File: src/rtl/eep_pkg.sv
// Package: shared encodings for the serial EEPROM device model.
// Assumes: opcode and extended-selector values are fixed by the serial protocol.
package eep_pkg;
    typedef enum logic [2:0] {
        FS_IDLE, FS_START, FS_OP, FS_ADDR, FS_DATA, FS_READ, FS_STAT, FS_DONE
    } frame_state_e;

    localparam logic [1:0] OPC_EXT   = 2'b00;
    localparam logic [1:0] OPC_WRITE = 2'b01;
    localparam logic [1:0] OPC_READ  = 2'b10;
    localparam logic [1:0] OPC_ERASE = 2'b11;

    localparam logic [1:0] XS_LOCK   = 2'b00;
    localparam logic [1:0] XS_FILL   = 2'b01;
    localparam logic [1:0] XS_CLEAR  = 2'b10;
    localparam logic [1:0] XS_UNLOCK = 2'b11;
endpackage

File: src/rtl/eep_store.sv
// Module: word array with a single write port able to update one word or all words.
// Assumes: wr_en is a one-cycle pulse and rd_addr is read combinationally.
module eep_store #(
    parameter int ADDR_W = 6,
    parameter int DATA_W = 16
) (
    input  logic              clk,
    input  logic              rst_n,
    input  logic              wr_en,
    input  logic              wr_all,
    input  logic [ADDR_W-1:0] wr_addr,
    input  logic [DATA_W-1:0] wr_data,
    input  logic [ADDR_W-1:0] rd_addr,
    output logic [DATA_W-1:0] rd_data
);
    localparam int WORDS = 1 << ADDR_W;

    logic [DATA_W-1:0] mem [WORDS];

    for (genvar g = 0; g < WORDS; g++) begin : g_word
        // Update this word on a broadcast write or a matching single write.
        always_ff @(posedge clk) begin
            if (!rst_n)
                mem[g] <= '0;
            else if (wr_en && (wr_all || wr_addr == ADDR_W'(g)))
                mem[g] <= wr_data;
        end
    end

    assign rd_data = mem[rd_addr];

    a_r6_word_stored: assert property (@(posedge clk) disable iff (!rst_n)
        wr_en |=> mem[$past(wr_addr)] == $past(wr_data));

    a_r8_all_words_stored: assert property (@(posedge clk) disable iff (!rst_n)
        (wr_en && wr_all) |=> (mem[0] == $past(wr_data) && mem[WORDS-1] == $past(wr_data)));
endmodule

File: src/rtl/eep_busy_timer.sv
// Module: self-timed programming window, PROG_CYCLES clocks long.
// Assumes: go is a one-cycle pulse never raised while busy.
module eep_busy_timer #(
    parameter int PROG_CYCLES = 40
) (
    input  logic clk,
    input  logic rst_n,
    input  logic go,
    output logic busy
);
    localparam int CNT_W = $clog2(PROG_CYCLES + 1);

    logic [CNT_W-1:0] remain;

    // Load the window length on go, then count down to zero.
    always_ff @(posedge clk) begin
        if (!rst_n)
            remain <= '0;
        else if (go)
            remain <= CNT_W'(PROG_CYCLES);
        else if (remain != '0)
            remain <= remain - 1'b1;
    end

    assign busy = (remain != '0);

    a_r10_go_starts_busy: assert property (@(posedge clk) disable iff (!rst_n)
        go |=> busy);

    a_r10_busy_needs_go: assert property (@(posedge clk) disable iff (!rst_n)
        !busy |=> (!busy || $past(go)));
endmodule

File: src/rtl/eep_frame.sv
// Module: serial instruction framer and decoder with the programming-enable latch.
// Assumes: chip_sel, ser_clk and ser_in are steady for at least one clk around each
// change, and a serial clock rise needs at least two clk periods between rises.
module eep_frame
    import eep_pkg::*;
#(
    parameter int ADDR_W = 6,
    parameter int DATA_W = 16
) (
    input  logic              clk,
    input  logic              rst_n,
    input  logic              chip_sel,
    input  logic              ser_clk,
    input  logic              ser_in,
    input  logic              busy,
    input  logic [DATA_W-1:0] rd_data,
    output logic [ADDR_W-1:0] addr_q,
    output logic              prog_go,
    output logic              prog_all,
    output logic [DATA_W-1:0] prog_data,
    output logic              stat_mode,
    output logic              dout_q
);
    localparam int CNT_W = $clog2(DATA_W);

    frame_state_e      state;
    logic              cs_q, sk_q, wen, rd_load;
    logic [1:0]        opc;
    logic [CNT_W-1:0]  cnt;
    logic [DATA_W-1:0] shreg, rd_sr;
    logic [ADDR_W-1:0] full_addr;
    logic              sk_rise;

    assign sk_rise   = ser_clk && !sk_q;
    assign full_addr = {addr_q[ADDR_W-2:0], ser_in};
    assign stat_mode = (state == FS_STAT);

    // Frame bits on serial clock rises, decode, and issue programming pulses.
    always_ff @(posedge clk) begin
        if (!rst_n) begin
            state <= FS_IDLE;   cs_q <= 1'b0;   sk_q <= 1'b0;  wen <= 1'b0;
            rd_load <= 1'b0;    opc <= '0;      cnt <= '0;     shreg <= '0;
            rd_sr <= '0;        addr_q <= '0;   prog_go <= 1'b0;
            prog_all <= 1'b0;   prog_data <= '0; dout_q <= 1'b0;
        end else begin
            cs_q    <= chip_sel;
            sk_q    <= ser_clk;
            prog_go <= 1'b0;
            rd_load <= 1'b0;
            if (rd_load)
                rd_sr <= rd_data;
            if (!chip_sel) begin
                state  <= FS_IDLE;
                dout_q <= 1'b0;
            end else if (!cs_q) begin
                state <= busy ? FS_STAT : FS_START;
            end else if (sk_rise) begin
                case (state)
                    FS_START: if (ser_in) begin
                        state <= FS_OP;
                        cnt   <= '0;
                    end
                    FS_OP: begin
                        opc <= {opc[0], ser_in};
                        if (cnt == CNT_W'(1)) begin
                            state <= FS_ADDR;
                            cnt   <= '0;
                        end else
                            cnt <= cnt + 1'b1;
                    end
                    FS_ADDR: begin
                        addr_q <= full_addr;
                        if (cnt == CNT_W'(ADDR_W - 1)) begin
                            cnt   <= '0;
                            state <= FS_DONE;
                            case (opc)
                                OPC_READ: begin
                                    state   <= FS_READ;
                                    dout_q  <= 1'b0;
                                    rd_load <= 1'b1;
                                end
                                OPC_WRITE: begin
                                    state    <= FS_DATA;
                                    prog_all <= 1'b0;
                                end
                                OPC_ERASE: begin
                                    prog_go   <= wen;
                                    prog_all  <= 1'b0;
                                    prog_data <= '1;
                                end
                                default: begin
                                    case (full_addr[ADDR_W-1 -: 2])
                                        XS_UNLOCK: wen <= 1'b1;
                                        XS_LOCK:   wen <= 1'b0;
                                        XS_CLEAR: begin
                                            prog_go   <= wen;
                                            prog_all  <= 1'b1;
                                            prog_data <= '1;
                                        end
                                        default: begin
                                            state    <= FS_DATA;
                                            prog_all <= 1'b1;
                                        end
                                    endcase
                                end
                            endcase
                        end else
                            cnt <= cnt + 1'b1;
                    end
                    FS_DATA: begin
                        shreg <= {shreg[DATA_W-2:0], ser_in};
                        if (cnt == CNT_W'(DATA_W - 1)) begin
                            prog_go   <= wen;
                            prog_data <= {shreg[DATA_W-2:0], ser_in};
                            state     <= FS_DONE;
                        end else
                            cnt <= cnt + 1'b1;
                    end
                    FS_READ: begin
                        dout_q <= rd_sr[DATA_W-1];
                        rd_sr  <= {rd_sr[DATA_W-2:0], 1'b0};
                        if (cnt == CNT_W'(DATA_W - 1))
                            state <= FS_DONE;
                        else
                            cnt <= cnt + 1'b1;
                    end
                    default: ;
                endcase
            end
        end
    end

    a_r9_prog_needs_enable: assert property (@(posedge clk) disable iff (!rst_n)
        prog_go |-> wen);

    a_r12_no_prog_while_busy: assert property (@(posedge clk) disable iff (!rst_n)
        busy |-> !prog_go);

    a_r4_dummy_bit_first: assert property (@(posedge clk) disable iff (!rst_n)
        (state == FS_READ && $past(state) != FS_READ) |-> !dout_q);

    a_r2_idle_when_deselected: assert property (@(posedge clk) disable iff (!rst_n)
        !$past(chip_sel) |-> (state == FS_IDLE || state == FS_START || state == FS_STAT));
endmodule

File: src/rtl/serial_eeprom_dev.sv
// Module: top of the serial EEPROM device model; joins framer, array and busy timer.
// Assumes: pins are sampled on clk; ser_out_en models the tri-state output buffer.
module serial_eeprom_dev #(
    parameter int ADDR_W      = 6,
    parameter int DATA_W      = 16,
    parameter int PROG_CYCLES = 40
) (
    input  logic clk,
    input  logic rst_n,
    input  logic chip_sel,
    input  logic ser_clk,
    input  logic ser_in,
    output logic ser_out,
    output logic ser_out_en
);
    logic [ADDR_W-1:0] addr_q;
    logic [DATA_W-1:0] rd_data, prog_data;
    logic              prog_go, prog_all, stat_mode, dout_q, busy;

    eep_frame #(.ADDR_W(ADDR_W), .DATA_W(DATA_W)) u_frame (
        .clk(clk), .rst_n(rst_n), .chip_sel(chip_sel), .ser_clk(ser_clk),
        .ser_in(ser_in), .busy(busy), .rd_data(rd_data), .addr_q(addr_q),
        .prog_go(prog_go), .prog_all(prog_all), .prog_data(prog_data),
        .stat_mode(stat_mode), .dout_q(dout_q)
    );

    eep_store #(.ADDR_W(ADDR_W), .DATA_W(DATA_W)) u_store (
        .clk(clk), .rst_n(rst_n), .wr_en(prog_go), .wr_all(prog_all),
        .wr_addr(addr_q), .wr_data(prog_data), .rd_addr(addr_q), .rd_data(rd_data)
    );

    eep_busy_timer #(.PROG_CYCLES(PROG_CYCLES)) u_timer (
        .clk(clk), .rst_n(rst_n), .go(prog_go), .busy(busy)
    );

    // Status level in a select opened while busy, otherwise shifted read data.
    always_comb begin
        ser_out    = stat_mode ? !busy : dout_q;
        ser_out_en = chip_sel;
    end
endmodule

File: config.mk
export PLATFORM = sky130hd
export DESIGN_NAME = serial_eeprom_dev
export DESIGN_NICKNAME = d
export VERILOG_FILES = /design/src/rtl/eep_pkg.sv /design/src/rtl/eep_store.sv /design/src/rtl/eep_busy_timer.sv /design/src/rtl/eep_frame.sv /design/src/rtl/serial_eeprom_dev.sv
export SDC_FILE = /design/constraint.sdc
export NUM_CORES = 2
export LEC_CHECK = 0
export BUFFER_PORTS_ARGS = -buffer_cell sky130_fd_sc_hd__buf_2
export CORE_MARGIN = 2
export CORE_UTILIZATION = 28
export DETAILED_ROUTE_END_ITERATION = 8
export GPL_ROUTABILITY_DRIVEN = 0
export HOLD_SLACK_MARGIN = 0.12
export SYNTH_ARGS = -nofsm -noshare
export SYNTH_HDL_FRONTEND = slang
export SYNTH_SLANG_ARGS = --single-unit
File: constraint.sdc
create_clock -name clk -period 3.59 [get_ports clk]
set_input_delay 0 -clock clk [delete_from_list [all_inputs] [get_ports clk]]
set_output_delay 0 -clock clk [all_outputs]
set_load 0.01 [all_outputs]
==> metrics <==
status finished clean; register area 32400 µm²; DIE AREA 186000 µm²; Filler Cells Inserted 17400; starting DRC count in detailed routing about 3400; clock buffer count from CTS approximately 110; Cells after Synth 3497; later-pin clock latency in the skew report 0.74 ns; syn nets roughly 3500; crit path max fanout 30; first-pass GRT wire length 213 mm; Crit Path Class register to register; max_slew headroom 8.86%; M2 GR Usage between 20% and 30%; share of the synthesized area in the top cell type 60.3%; DRT Wirelength 146 mm; CTS tree built; GR Util met1 21.0%; clk_skew 0.0306 ns; arrival time at the worst endpoint 3.96 ns; standard-cell row count 156; f_max between 300 and 400 MHz; RSZ-0062 raised after global routing no; initial core utilization about 28%; Yosys top cell by area edfxtp_1; chip height between 400 and 500 µm; post-DP HPWL 89.6 mm; Synth-to-Final Area Change 14.0%; post_cts resized 0; CTS clock-pin slew for the worst setup and hold paths 0.07 ns; DRT antenna net count 0; H-tree levels 3; Critical Path Start Type register; router iterations before antenna repair 5; vias per cell 4.97; crit path time final approximately 3.3 ns; Routed WL per cell 24.3 µm; grt met3 use 3.09%; layout cell share with drive strength beyond 1 20.2%; port buffer count 6; flop-to-flop setup slack 0.31 ns; Die Wd 431 µm; largest net degree at the start of global routing 75; max_cap viols 0; Synth Warn # 0; Setup TNS 0 ns; period utilization 91.3%; maximum VDD drop a little under 0.0004 V; flops & latches, synth 1105; Worst EP required 4.27 ns; CP Capture Type register; gr ovfl total 0; sequential element share of the synthesized area 63.5%; clk sinks 1105; setup ws final 0.312 ns; footprint of the multi-input gates roughly 17000 µm²; clock buffer depth 3; Syn Std Cell Area 51000 µm²; worst slack, placed 0.545 ns; synth top area cells edfxtp_1 (60%), and2_1 (13%), mux4_2 (12%), dfxtp_1 (3.2%), clkbuf_1 (1.7%); mean area per synthesized cell 14.6 µm²; # IOs 7; Post-synth ARST share 0%; Tightest Pin Transition 1.36 ns; Synth cell types between 60 and 70; total core area 181000 µm²; Power Density 471 nW/µm²; antenna violations before repair 5; Root Buffer clkbuf_16; top_reg_cell synth edfxtp_1; busiest grt layer met2; min-delay worst type input port to register; Post-synth EDFFs 1024; max-slew violations 0; Final Setup Violations 0; Hold Violations, Final 0; vias in the first global route ~30000; Pleak 0.0188 µW; vias post-DR 29800; all-layer global routing usage 15.6%; Nets about 3500; # DRC 0
sequential cells by signal, summed over array words and instances, names as in the netlist, 2 cells and up, named ones only:
| name | cells |
|---|---|
| u_frame.prog_data | 16 |
| u_frame.addr_q | 6 |
| u_frame.state | 3 |
| u_frame.opc | 2 |
| u_frame.cnt | 4 |
| u_store.mem | 1024 |
| u_frame.rd_sr | 16 |
| u_frame.shreg | 15 |
| u_timer.remain | 6 |
Yosys cell counts (all sizes together), types with 5 or more instances:
master,count
nand2,73
clkbuf,236
nor3,58
a22oi,18
dfxtp,81
nor4,9
nand3b,9
a22o,5
mux4,267
o22ai,6
o221ai,9
a221oi,7
mux2,9
mux2i,76
a21oi,107
and3,5
a211oi,10
nand2b,16
ha,10
nor3b,7
nor2,115
nor2b,28
and2,1030
o21ai,85
nand3,16
or3,8
o32ai,8
inv,12
edfxtp,1024
buf,90
o211ai,22
layout by cell type (no fill, tap or decap), types with 7 or more instances in the layout:
cell type,n
and2_1,1030
edfxtp_1,1024
mux4_2,267
buf_4,214
clkbuf_16,117
nor2_1,115
a21oi_1,107
mux2i_1,76
nand2_1,72
dfxtp_1,59
nor3_1,58
o21ai_2,37
clkbuf_1,31
nor2b_1,28
o21ai_1,27
clkinv_1,25
o211ai_1,22
o21ai_0,21
clkinv_2,20
dfxtp_2,19
a22oi_1,18
nand2b_1,16
nand3_1,16
buf_12,14
inv_1,10
a211oi_1,10
ha_1,10
nor4_1,9
nand3b_1,9
mux2_2,9
or3_1,8
o221ai_1,8
o32ai_1,8
nor3b_1,7
clkbuf_8,7
dlygate4sd3_1,7
per-stage QoR:
| stage | utilization, % | instance area [µm²] | cells | hold slack, ns | total power (µW) |
|---|---|---|---|---|---|
| final | 32.1 | 58100 | 5995 | 0.189 | 27400 |
| after detailed placement | 30.1 | 54500 | 5773 | 0.245 | 16100 |
| after global placement | 30.1 | 54500 | 5773 | 0.243 | 16100 |
| after CTS | 32.1 | 58100 | 5992 | 0.140 | 27600 |
| after global routing | 32.1 | 58100 | 5992 | 0.203 | 28200 |
| after floorplan | - | 51000 | 3497 | 0.0918 | 15700 |
power breakdown:
group | switching [µW] | total [µW] | leakage [µW] | internal [µW]
combinational | 650 | 1040 | 0.00662 | 394
clock | 5020 | 11500 | 0.00175 | 6520
sequential | 200 | 14800 | 0.0104 | 14600
cell type report:
| cell class | instances | area share (%) |
|---|---|---|
| Antenna cell | 3 | 0.0129 |
| Clock buffer | 155 | 5.40 |
| Clock inverter | 57 | 0.740 |
| Inverter | 12 | 0.0796 |
| Multi-Input combinational cell | 2053 | 29.5 |
| Sequential cell | 1105 | 55.7 |
| Tap cell | 2370 | 5.10 |
| Timing Repair Buffer | 240 | 3.41 |
worst paths after layout:
| path | end | cells past startpoint | start |
|---|---|---|---|
| min | u_frame.shreg[0] | 4 | ser_in |
| min reg2reg | u_frame.prog_go | 2 | u_frame.wen |
| max | u_frame.rd_sr[1] | 6 | register |
| max reg2reg | u_frame.rd_sr[1] | 6 | register |
cell families after synthesis:
logic type / Yosys count / synth area share, %
AO/OA/AOI/OAI: 302 / 3.63
XOR/XNOR: 3 / 0.0515
adder cells (fa/ha/maj): 10 / 0.245
buffers and inverters: 339 / 3.11
flip-flops: 1105 / 63.5
multiplexers: 352 / 13.5
AND/OR/NAND/NOR: 1386 / 16.0
worst max-delay path: stages, from the launching register on:
cell and delay [ns]:
dfxtp_4 0.52, buf_12 0.26, nor2b_1 1.05, a22oi_1 0.25, and3_1 0.30, nor4_1 0.63, a211o_1 0.18
per-layer routing:
layer	part of all wire (%)	vias up
met5	0.0096	-
met4	3.9	2
met3	7.6	259
met2	47	1129
met1	42	15500
li1	-	12900
repair_timing:
item | CTS | global route
buffers inserted | 0 | 0
hold buffers | 7 | 0
hold endpoints to repair | 30 | 0
(Power assumes the default switching activity.)
